--- config.mk ---
export PLATFORM = sky130hd
export DESIGN_NAME = txd_status_reg
export DESIGN_NICKNAME = d
export VERILOG_FILES = /design/src/rtl/txd_pkg.sv /design/src/rtl/txd_wr_gate.sv /design/src/rtl/txd_flag_unit.sv /design/src/rtl/txd_status_reg.sv
export SDC_FILE = /design/constraint.sdc
export NUM_CORES = 1
export LEC_CHECK = 0
export BUFFER_PORTS_ARGS = -buffer_cell sky130_fd_sc_hd__buf_2
export CAP_MARGIN = 25
export CELL_PAD_IN_SITES_DETAIL_PLACEMENT = 2
export CELL_PAD_IN_SITES_GLOBAL_PLACEMENT = 2
export CORE_MARGIN = 5
export CORE_UTILIZATION = 27
export CTS_CLUSTER_DIAMETER = 150
export DETAILED_ROUTE_END_ITERATION = 16
export PLACE_DENSITY = 0.84
export RECOVER_POWER = 100
export SLEW_MARGIN = 40
export SYNTH_ARGS = -nofsm -noshare
export SYNTH_HDL_FRONTEND = slang
export SYNTH_SLANG_ARGS = --single-unit
--- constraint.sdc ---
create_clock -name clk -period 1.6 [get_ports clk]
set_clock_uncertainty 0.15 [all_clocks]
set_input_delay 0.48 -clock clk [delete_from_list [all_inputs] [get_ports clk]]
set_output_delay 0.48 -clock clk [all_outputs]
set_load 0.01 [all_outputs]
--- src/rtl/txd_pkg.sv ---
package txd_pkg;
    parameter int unsigned TXD_CNT_W = 13;

    typedef struct packed {
        logic                 own;
        logic                 long_pkt;
        logic                 perr;
        logic [TXD_CNT_W-1:0] size;
    } txd_core_t;

    typedef struct packed {
        logic tok;
        logic tun;
        logic irq_tok;
        logic irq_ter;
        logic retry;
    } txd_flag_t;
endpackage

--- src/rtl/txd_wr_gate.sv ---
module txd_wr_gate (
    input  logic wr_en,
    input  logic own_q,
    input  logic ev_dma_done,
    input  logic ev_tx_ok,
    input  logic ev_underrun,
    output logic wr_accept,
    output logic wr_reject
);
    logic hw_evt;

    always_comb begin
        hw_evt    = ev_dma_done | ev_tx_ok | ev_underrun;
        // Hardware events win over a software write in the same cycle.
        wr_accept = wr_en & own_q & ~hw_evt;
        // A write while hardware owns the descriptor is a protocol error.
        wr_reject = wr_en & ~own_q;
    end
endmodule

--- src/rtl/txd_flag_unit.sv ---
module txd_flag_unit
    import txd_pkg::*;
(
    input  logic clk,
    input  logic rst_n,
    input  logic wr_accept,
    input  logic ev_tx_ok,
    input  logic ev_underrun,
    output logic tok,
    output logic tun,
    output logic irq_tok,
    output logic irq_ter,
    output logic retry
);
    txd_flag_t flag_d, flag_q;

    always_comb begin
        flag_d         = flag_q;
        flag_d.irq_tok = ev_tx_ok & ~ev_underrun & ~flag_q.tun;
        flag_d.irq_ter = ev_underrun;
        flag_d.retry   = ev_underrun;
        if (wr_accept) begin
            flag_d.tok = 1'b0;
            flag_d.tun = 1'b0;
        end else if (ev_underrun) begin
            flag_d.tun = 1'b1;
            flag_d.tok = 1'b0;
        end else if (ev_tx_ok && !flag_q.tun) begin
            flag_d.tok = 1'b1;
        end
    end

    always_ff @(posedge clk or negedge rst_n) begin
        if (!rst_n) flag_q <= '0;
        else        flag_q <= flag_d;
    end

    assign tok     = flag_q.tok;
    assign tun     = flag_q.tun;
    assign irq_tok = flag_q.irq_tok;
    assign irq_ter = flag_q.irq_ter;
    assign retry   = flag_q.retry;


    underrun_report_chk: assert property (@(posedge clk) disable iff (!rst_n)
        ev_underrun |=> (tun && !tok && irq_ter && retry));


    ok_excl_chk: assert property (@(posedge clk) disable iff (!rst_n)
        !(tok && tun));


    irq_excl_chk: assert property (@(posedge clk) disable iff (!rst_n)
        $countones({irq_tok, irq_ter}) <= 1);
endmodule

--- src/rtl/txd_status_reg.sv ---
module txd_status_reg
    import txd_pkg::*;
#(
    parameter int unsigned LONG_LIMIT = 1792
) (
    input  logic        clk,
    input  logic        rst_n,
    input  logic        wr_en,
    input  logic [15:0] wr_data,
    output logic [15:0] rd_data,
    input  logic        ev_dma_done,
    input  logic        ev_tx_ok,
    input  logic        ev_underrun,
    output logic        busy,
    output logic        queue_block,
    output logic        proto_err,
    output logic        irq_tok,
    output logic        irq_ter,
    output logic        retry
);
    localparam int unsigned CNT_W = TXD_CNT_W;

    txd_core_t core_d, core_q;
    logic      wr_accept, wr_reject;
    logic      tok, tun;

    txd_wr_gate gate_i (
        .wr_en       (wr_en),
        .own_q       (core_q.own),
        .ev_dma_done (ev_dma_done),
        .ev_tx_ok    (ev_tx_ok),
        .ev_underrun (ev_underrun),
        .wr_accept   (wr_accept),
        .wr_reject   (wr_reject)
    );

    txd_flag_unit flags_i (
        .clk         (clk),
        .rst_n       (rst_n),
        .wr_accept   (wr_accept),
        .ev_tx_ok    (ev_tx_ok),
        .ev_underrun (ev_underrun),
        .tok         (tok),
        .tun         (tun),
        .irq_tok     (irq_tok),
        .irq_ter     (irq_ter),
        .retry       (retry)
    );

    always_comb begin
        core_d = core_q;
        if (wr_reject) core_d.perr = 1'b1;
        if (ev_dma_done) begin
            core_d.own = 1'b1;
        end else if (wr_accept) begin
            core_d.own      = 1'b0;
            core_d.size     = wr_data[CNT_W-1:0];
            core_d.long_pkt = (32'(wr_data[CNT_W-1:0]) > LONG_LIMIT);
        end
    end

    always_ff @(posedge clk or negedge rst_n) begin
        if (!rst_n) begin
            core_q      <= '0;
            core_q.own  <= 1'b1;
        end else begin
            core_q <= core_d;
        end
    end

    assign rd_data     = {tok, tun, core_q.own, core_q.size};
    assign busy        = ~core_q.own;
    assign queue_block = ~core_q.own & core_q.long_pkt;
    assign proto_err   = core_q.perr;


    dma_own_chk: assert property (@(posedge clk) disable iff (!rst_n)
        ev_dma_done |=> rd_data[13]);


    wr_take_chk: assert property (@(posedge clk) disable iff (!rst_n)
        wr_accept |=> (!rd_data[13] && !rd_data[15] && !rd_data[14]));


    perr_sticky_chk: assert property (@(posedge clk) disable iff (!rst_n)
        proto_err |=> proto_err);


    reject_hold_chk: assert property (@(posedge clk) disable iff (!rst_n)
        (wr_en && !rd_data[13] && !ev_dma_done) |=> $stable(rd_data[12:0]));


    block_busy_chk: assert property (@(posedge clk) disable iff (!rst_n)
        queue_block |-> busy);
endmodule

==> metrics.md, run 1 <==
| Metric | Value |
|---|---|
| Status | `finished with violations` |
| Failing checks | `negative setup slack` |
| Io pins | `between 40 and 50` |
| Initial Utilization | `approximately 28%` |
| Crit path capture type | `primary output` |
| Hold Violations, Final | `0` |
| Power Density | `1200 nW/µm²` |
| Rows | `21` |
| Ys async rst share | `between 90% and 100%` |
| Worst slew margin | `around two thirds` |
| Nets | `around 130` |
| Share of the synthesized area in the top cell type | `51.1%` |
| Syn avg cell area | `approximately 13 µm²` |
| Worst Max-Slew Pin Slew | `approximately 500 ps` |
| #FFs+latches synth | `20` |
| Yosys top cell by area | `dfrtp_1` |
| DP Area | `around 1100 µm²` |
| Via count | `around 630` |
| Num CTS Buffers | `3` |
| Fmax | `0.588 GHz` |
| Final design utilization | `34.0%` |
| WL/cell | `15.5 µm` |
| CP required | `just under 1000 ps` |
| Max VDD drop | `0.000537 V` |
| Syn_nets | `93` |
| Vias in the first global route | `roughly 760` |
| Worst setup slack after layout | `-99.7 ps` |
| Final worst path period share | `106%` |
| Syn-to-layout area delta | `22.0%` |
| Worst hold path type | `in2reg` |
| Setup violators final | `3` |
| Die X | `a little under 70 µm` |
| Synth cell count leaders | `dfrtp_1, buf_4, mux2_2` |
| Cell variety after synth | `19` |
| Drt pass-1 iters | `3` |
| Worst hold slack | `about 260 ps` |
| Tmin final | `around 1700 ps` |
| Global-route wire length before repair | `3640 µm` |
| Routability cong. | `between 0.6 and 0.7` |
| GRT Util Overall | `a little over a tenth` |
| Largest net degree at the start of global routing | `21` |
| PortBufs | `40` |
| Synth area leaders | `dfrtp_1, buf_4, mux2_2` |
| Worst-path fanout max | `4` |
| Drt via density | `around 4.3` |
| Gate Count Post-Synth | `71` |
| Initial antenna violation count | `0` |
| RSZ-0062 raised after global routing | `true` |
| Crit path DAT | `~1100 ps` |
| Clk pin slew, worst setup/hold paths | `roughly 120 ps` |
| Post-synth top flop | `dfrtp_1` |
| Crit path kind | `reg2out` |
| Final instance area | `~1100 µm²` |
| Core area | `~3300 µm²` |
| Layout cells sized above 1 | `between 40 and 50%` |
| Pleak | `roughly 0.50 nW` |
| Die Y | `68.7 µm` |
| Longest Clk Path Bufs | `2` |
| CTS tree | `built` |
| Fin. max-slew vios | `0` |
| Cell Area, Synth | `between 900 and 1000 µm²` |
| Post-synth EDFFs | `0` |
| Clock root cell | `clkbuf_4` |
| Sink Count | `20` |
| Max-cap violations | `0` |
| Top-count cell post-synth | `dfrtp_1` |
| Startpoint Class | `flip-flop` |
| Ant. Diodes | `0` |
| Post-route ant nets | `0` |
| Drt total wl | `2290 µm` |
| DR iter-0 viols | `8` |
| Seq/Total Area, Yosys | `a little over half` |
| Yosys warnings | `0` |
| Grt total ovfl | `0` |
| H-tree levels | `1` |
| DRC violations left | `0` |
| Die area | `4720 µm²` |
| Clock insertion delay at the later pin of the skew report | `300 ps` |
| HPWL after detailed placement | `between 1500 and 2000 µm` |
-- final timing paths --
check,from,end,slack [ps],depth (start not counted)
max in group asynchronous,rst_n,rd_data[13],430,2
setup reg to reg,rd_data[13],rd_data[11],90,3
hold / removal,wr_data[6],rd_data[6],260,2
min in group asynchronous,rst_n,rd_data[1],510,2
setup / recovery,rd_data[13],queue_block,-100,2
hold reg to reg,proto_err,proto_err,330,1
-- cells in the final DEF, fill, tap and decap left out, types with 2 or more instances in the layout --
cell type | synthesis | layout
or4_1 | 2 | 2
clkbuf_4 | 0 | 3
clkbuf_2 | 0 | 2
mux2_4 | 2 | 2
dfrtp_1 | 19 | 19
buf_4 | 17 | 2
nor2_1 | 6 | 6
clkbuf_1 | 0 | 19
nand4_4 | 1 | 2
buf_2 | 0 | 19
mux2_2 | 11 | 11
-- what timing repair did --
action,in CTS,in global routing
setup endpoints to repair,3,16
setup buffers,1,0
gates cloned,0,1
resized for setup,2,1
pin swaps,0,0
endpoints found under the hold margin,19,0
hold buffers,1,0
-- worst max-delay path, stage by stage (launching register included) --
cell and delay [ps]:
dfstp_2 580, nor2b_1 50, buf_2 130
-- power breakdown --
| group | internal (W) | switching (W) | total [W] |
|---|---|---|---|
| logic | 0.000141 | 0.000151 | 0.000292 |
| clock network | 0.000253 | 0.000167 | 0.000420 |
| registers | 0.000599 | 0.0000476 | 0.000647 |
-- routing by layer --
metal / part of all wire, % / routed length (µm) / track usage, % / vias up
met5: 0 / 0 / 0 / -
li1: - / - / - / 293
met2: 53 / 1210 / 19.3 / 19
met3: 5.1 / 117 / 2.11 / 2
met4: 1.2 / 27 / 5.84 / 0
met1: 41 / 930 / 11.7 / 319
-- final cells by class --
class	instances	area, µm²
repair buffers	44	213
inverters	2	7.51
clock inverters	1	30.0
well taps	46	57.6
clock buffers	3	22.5
multi-input cells	32	304
fillers	386	2200
flip-flops and latches	20	502
-- sequential cells by signal, summed over array words and instances (netlist names) --
register         cells
flags_i.irq_tok      1
flags_i.tok          1
rd_data             14
flags_i.tun          1
proto_err            1
flags_i.irq_ter      1
core_q               1
-- cell families after synthesis --
| group | share of synthesized area [%] |
|---|---|
| simple gates | 9.95 |
| flops | 53.9 |
| mux | 16.5 |
| buf+inv | 15.7 |
| compound gates | 3.90 |
-- per-stage QoR --
| stage | total power, W | std cells | setup TNS (ps) | worst slack (ps) |
|---|---|---|---|---|
| 2_1_floorplan | 0.000923 | 71 | 0 | 54.6 |
| 3_3_place_gp | 0.000953 | 141 | -731 | -179 |
| 3_5_place_dp | 0.000970 | 141 | -1030 | -188 |
| 4_1_cts | 0.00140 | 147 | -321 | -125 |
| 5_1_grt | 0.00144 | 148 | -437 | -175 |
| 6_report | 0.00136 | 148 | -234 | -99.7 |
(Power assumes the default switching activity.)
==> run 2, diff against run 1 <==
Settings changed: CORE_UTILIZATION 27 to 29, CTS_BUF_LIST set to sky130_fd_sc_hd__clkbuf_8, PLACE_DENSITY 0.84 to 0.89.
==> metrics.md, run 2 (synthesized netlist as in run 1, its figures left out) <==
| Metric | Value |
|---|---|
| Startpoint Class | `flip-flop` |
| Dpl cells | `139` |
| Non-filler cells in the finished layout | `between 100 and 150` |
| Final worst path period share | `103%` |
| Cell depth of the worst setup path | `2` |
| Status | `finished with violations` |
| Setup violators final | `3` |
| DR iter-0 viols | `1` |
| Layout cells sized above 1 | `between 60 and 70%` |
| Initial antenna violation count | `0` |
| Die area | `4440 µm²` |
| Failing checks | `negative setup slack` |
| CTS tree | `built` |
| Rows | `20` |
| Register-to-Register Path Depth | `3` |
| Die X | `roughly 67 µm` |
| PortBufs | `40` |
| Crit path capture type | `primary output` |
| Drt via density | `roughly 4.4` |
| Clock root cell | `clkbuf_8` |
| Clock insertion delay at the later pin of the skew report | `260 ps` |
| CP Buf/Inv Count | `1` |
| Hold Violations, Final | `0` |
| Max VDD drop | `0.000422 V` |
| DRC violations left | `0` |
| Grt total ovfl | `0` |
| Power Density | `around 1200 nW/µm²` |
| Fin. max-slew vios | `0` |
| Max reg flops | `14` |
| Longest Clk Path Bufs | `2` |
| Nets | `124` |
| Io pins | `44` |
| WL/cell | `roughly 16 µm` |
| Final instance area | `1150 µm²` |
| Initial Utilization | `30.2%` |
| Tmin final | `1650 ps` |
| Crit path cell chain | `nor2b_2, buf_2` |
| HPWL after detailed placement | `1850 µm` |
| Via count | `642` |
| Syn-to-layout area delta | `23.4%` |
| RSZ-0062 raised after global routing | `true` |
| Global-route wire length before repair | `between 3000 and 4000 µm` |
| Clk pin slew, worst setup/hold paths | `~80 ps` |
| Die Y | `about 67 µm` |
| Filler cell count | `between 300 and 400` |
| Worst Max-Slew Pin Slew | `between 1000 and 1500 ps` |
| CP required | `about 970 ps` |
| H-tree levels | `1` |
| Vias in the first global route | `~780` |
| Core area | `3080 µm²` |
| Fmax | `about 0.6 GHz` |
| Reg area | `502 µm²` |
| Worst hold path type | `in2async` |
| Worst path max stage delay | `580 ps` |
| DP Area | `approximately 1100 µm²` |
| GRT Util Overall | `between 10% and 20%` |
| Sink Count | `20` |
| Commonest non-fill, non-tap cell in the layout | `buf_2` |
| Crit-path slowest cell | `dfstp_2` |
| Max-cap violations | `0` |
| Crit path max-delay family | `flip-flops` |
| Largest net degree at the start of global routing | `21` |
| Drt pass-1 iters | `2` |
| Routability cong. | `about 0.73` |
| Ant. Diodes | `0` |
| Worst-path fanout max | `5` |
| Drt total wl | `~2400 µm` |
| Multi-input gate area | `about 310 µm²` |
| Crit path DAT | `just over 1000 ps` |
| Most frequent cells in the layout | `buf_2, dfrtp_1, mux2_2` |
| Worst slew margin | `30.1%` |
| Worst setup slack after layout | `-53.0 ps` |
| Pleak | `between 0.5 and 0.6 nW` |
| Post-route ant nets | `0` |
| Num CTS Buffers | `3` |
| Crit path kind | `reg2out` |
run 2: worst paths after layout:
check,slack [ps],start,end
max in group asynchronous,440,rst_n,flags_i.irq_ter
min reg2reg,320,proto_err,proto_err
min in group clk,310,wr_data[5],rd_data[5]
max reg2reg,70,rd_data[13],rd_data[11]
min,230,rst_n,rd_data[9]
max,-50,rd_data[13],queue_block
run 2: per-stage QoR:
stage / power, W / hold slack [ps] / utilization, % / worst slack, ps / setup TNS, ps
3_5_place_dp: 0.000979 / 301 / 34.5 / -177 / -1200
4_1_cts: 0.00138 / 13.8 / 36.7 / -63.7 / -140
2_1_floorplan: 0.000923 / 34.4 / - / 54.6 / 0
3_3_place_gp: 0.000951 / 288 / 34.5 / -178 / -672
5_1_grt: 0.00144 / 314 / 37.3 / -100 / -250
6_report: 0.00136 / 227 / 37.3 / -53.0 / -116
run 2: timing repair:
item / in CTS / in global routing
gates resized for setup: 2 / 2
hold buffers: 0 / 0
endpoints found under the setup margin: 3 / 16
hold endpoints to repair: 0 / 0
buffers inserted: 1 / 0
gates cloned: 0 / 1
run 2: layer usage:
| metal | wire length, µm | GRT usage [%] | part of all wire (%) | vias up |
|---|---|---|---|---|
| li1 | - | - | - | 288 |
| met1 | 859 | 12.0 | 36 | 325 |
| met2 | 1310 | 22.3 | 55 | 24 |
| met3 | 152 | 2.70 | 6.4 | 5 |
| met4 | 52 | 6.09 | 2.2 | 0 |
| met5 | 0 | 0 | 0 | - |
run 2: final cells by class:
type | instances | area share, %
sequential | 20 | 43.7
multi-input combinational | 32 | 26.7
timing repair buffer | 43 | 19.4
clock buffer | 4 | 4.79
tap | 44 | 4.79
inverter | 2 | 0.654
run 2: worst register-to-register path, stage by stage (launching register included):
cell     delay, ps
dfstp_2        580
buf_4          170
nand4_4        170
mux2_4         350
run 2: power by group:
group	total (W)	internal, W	switching, W
clock network	0.000393	0.000219	0.000174
registers	0.000648	0.000600	0.0000480
logic	0.000319	0.000164	0.000155
total	0.00136	0.000983	0.000377
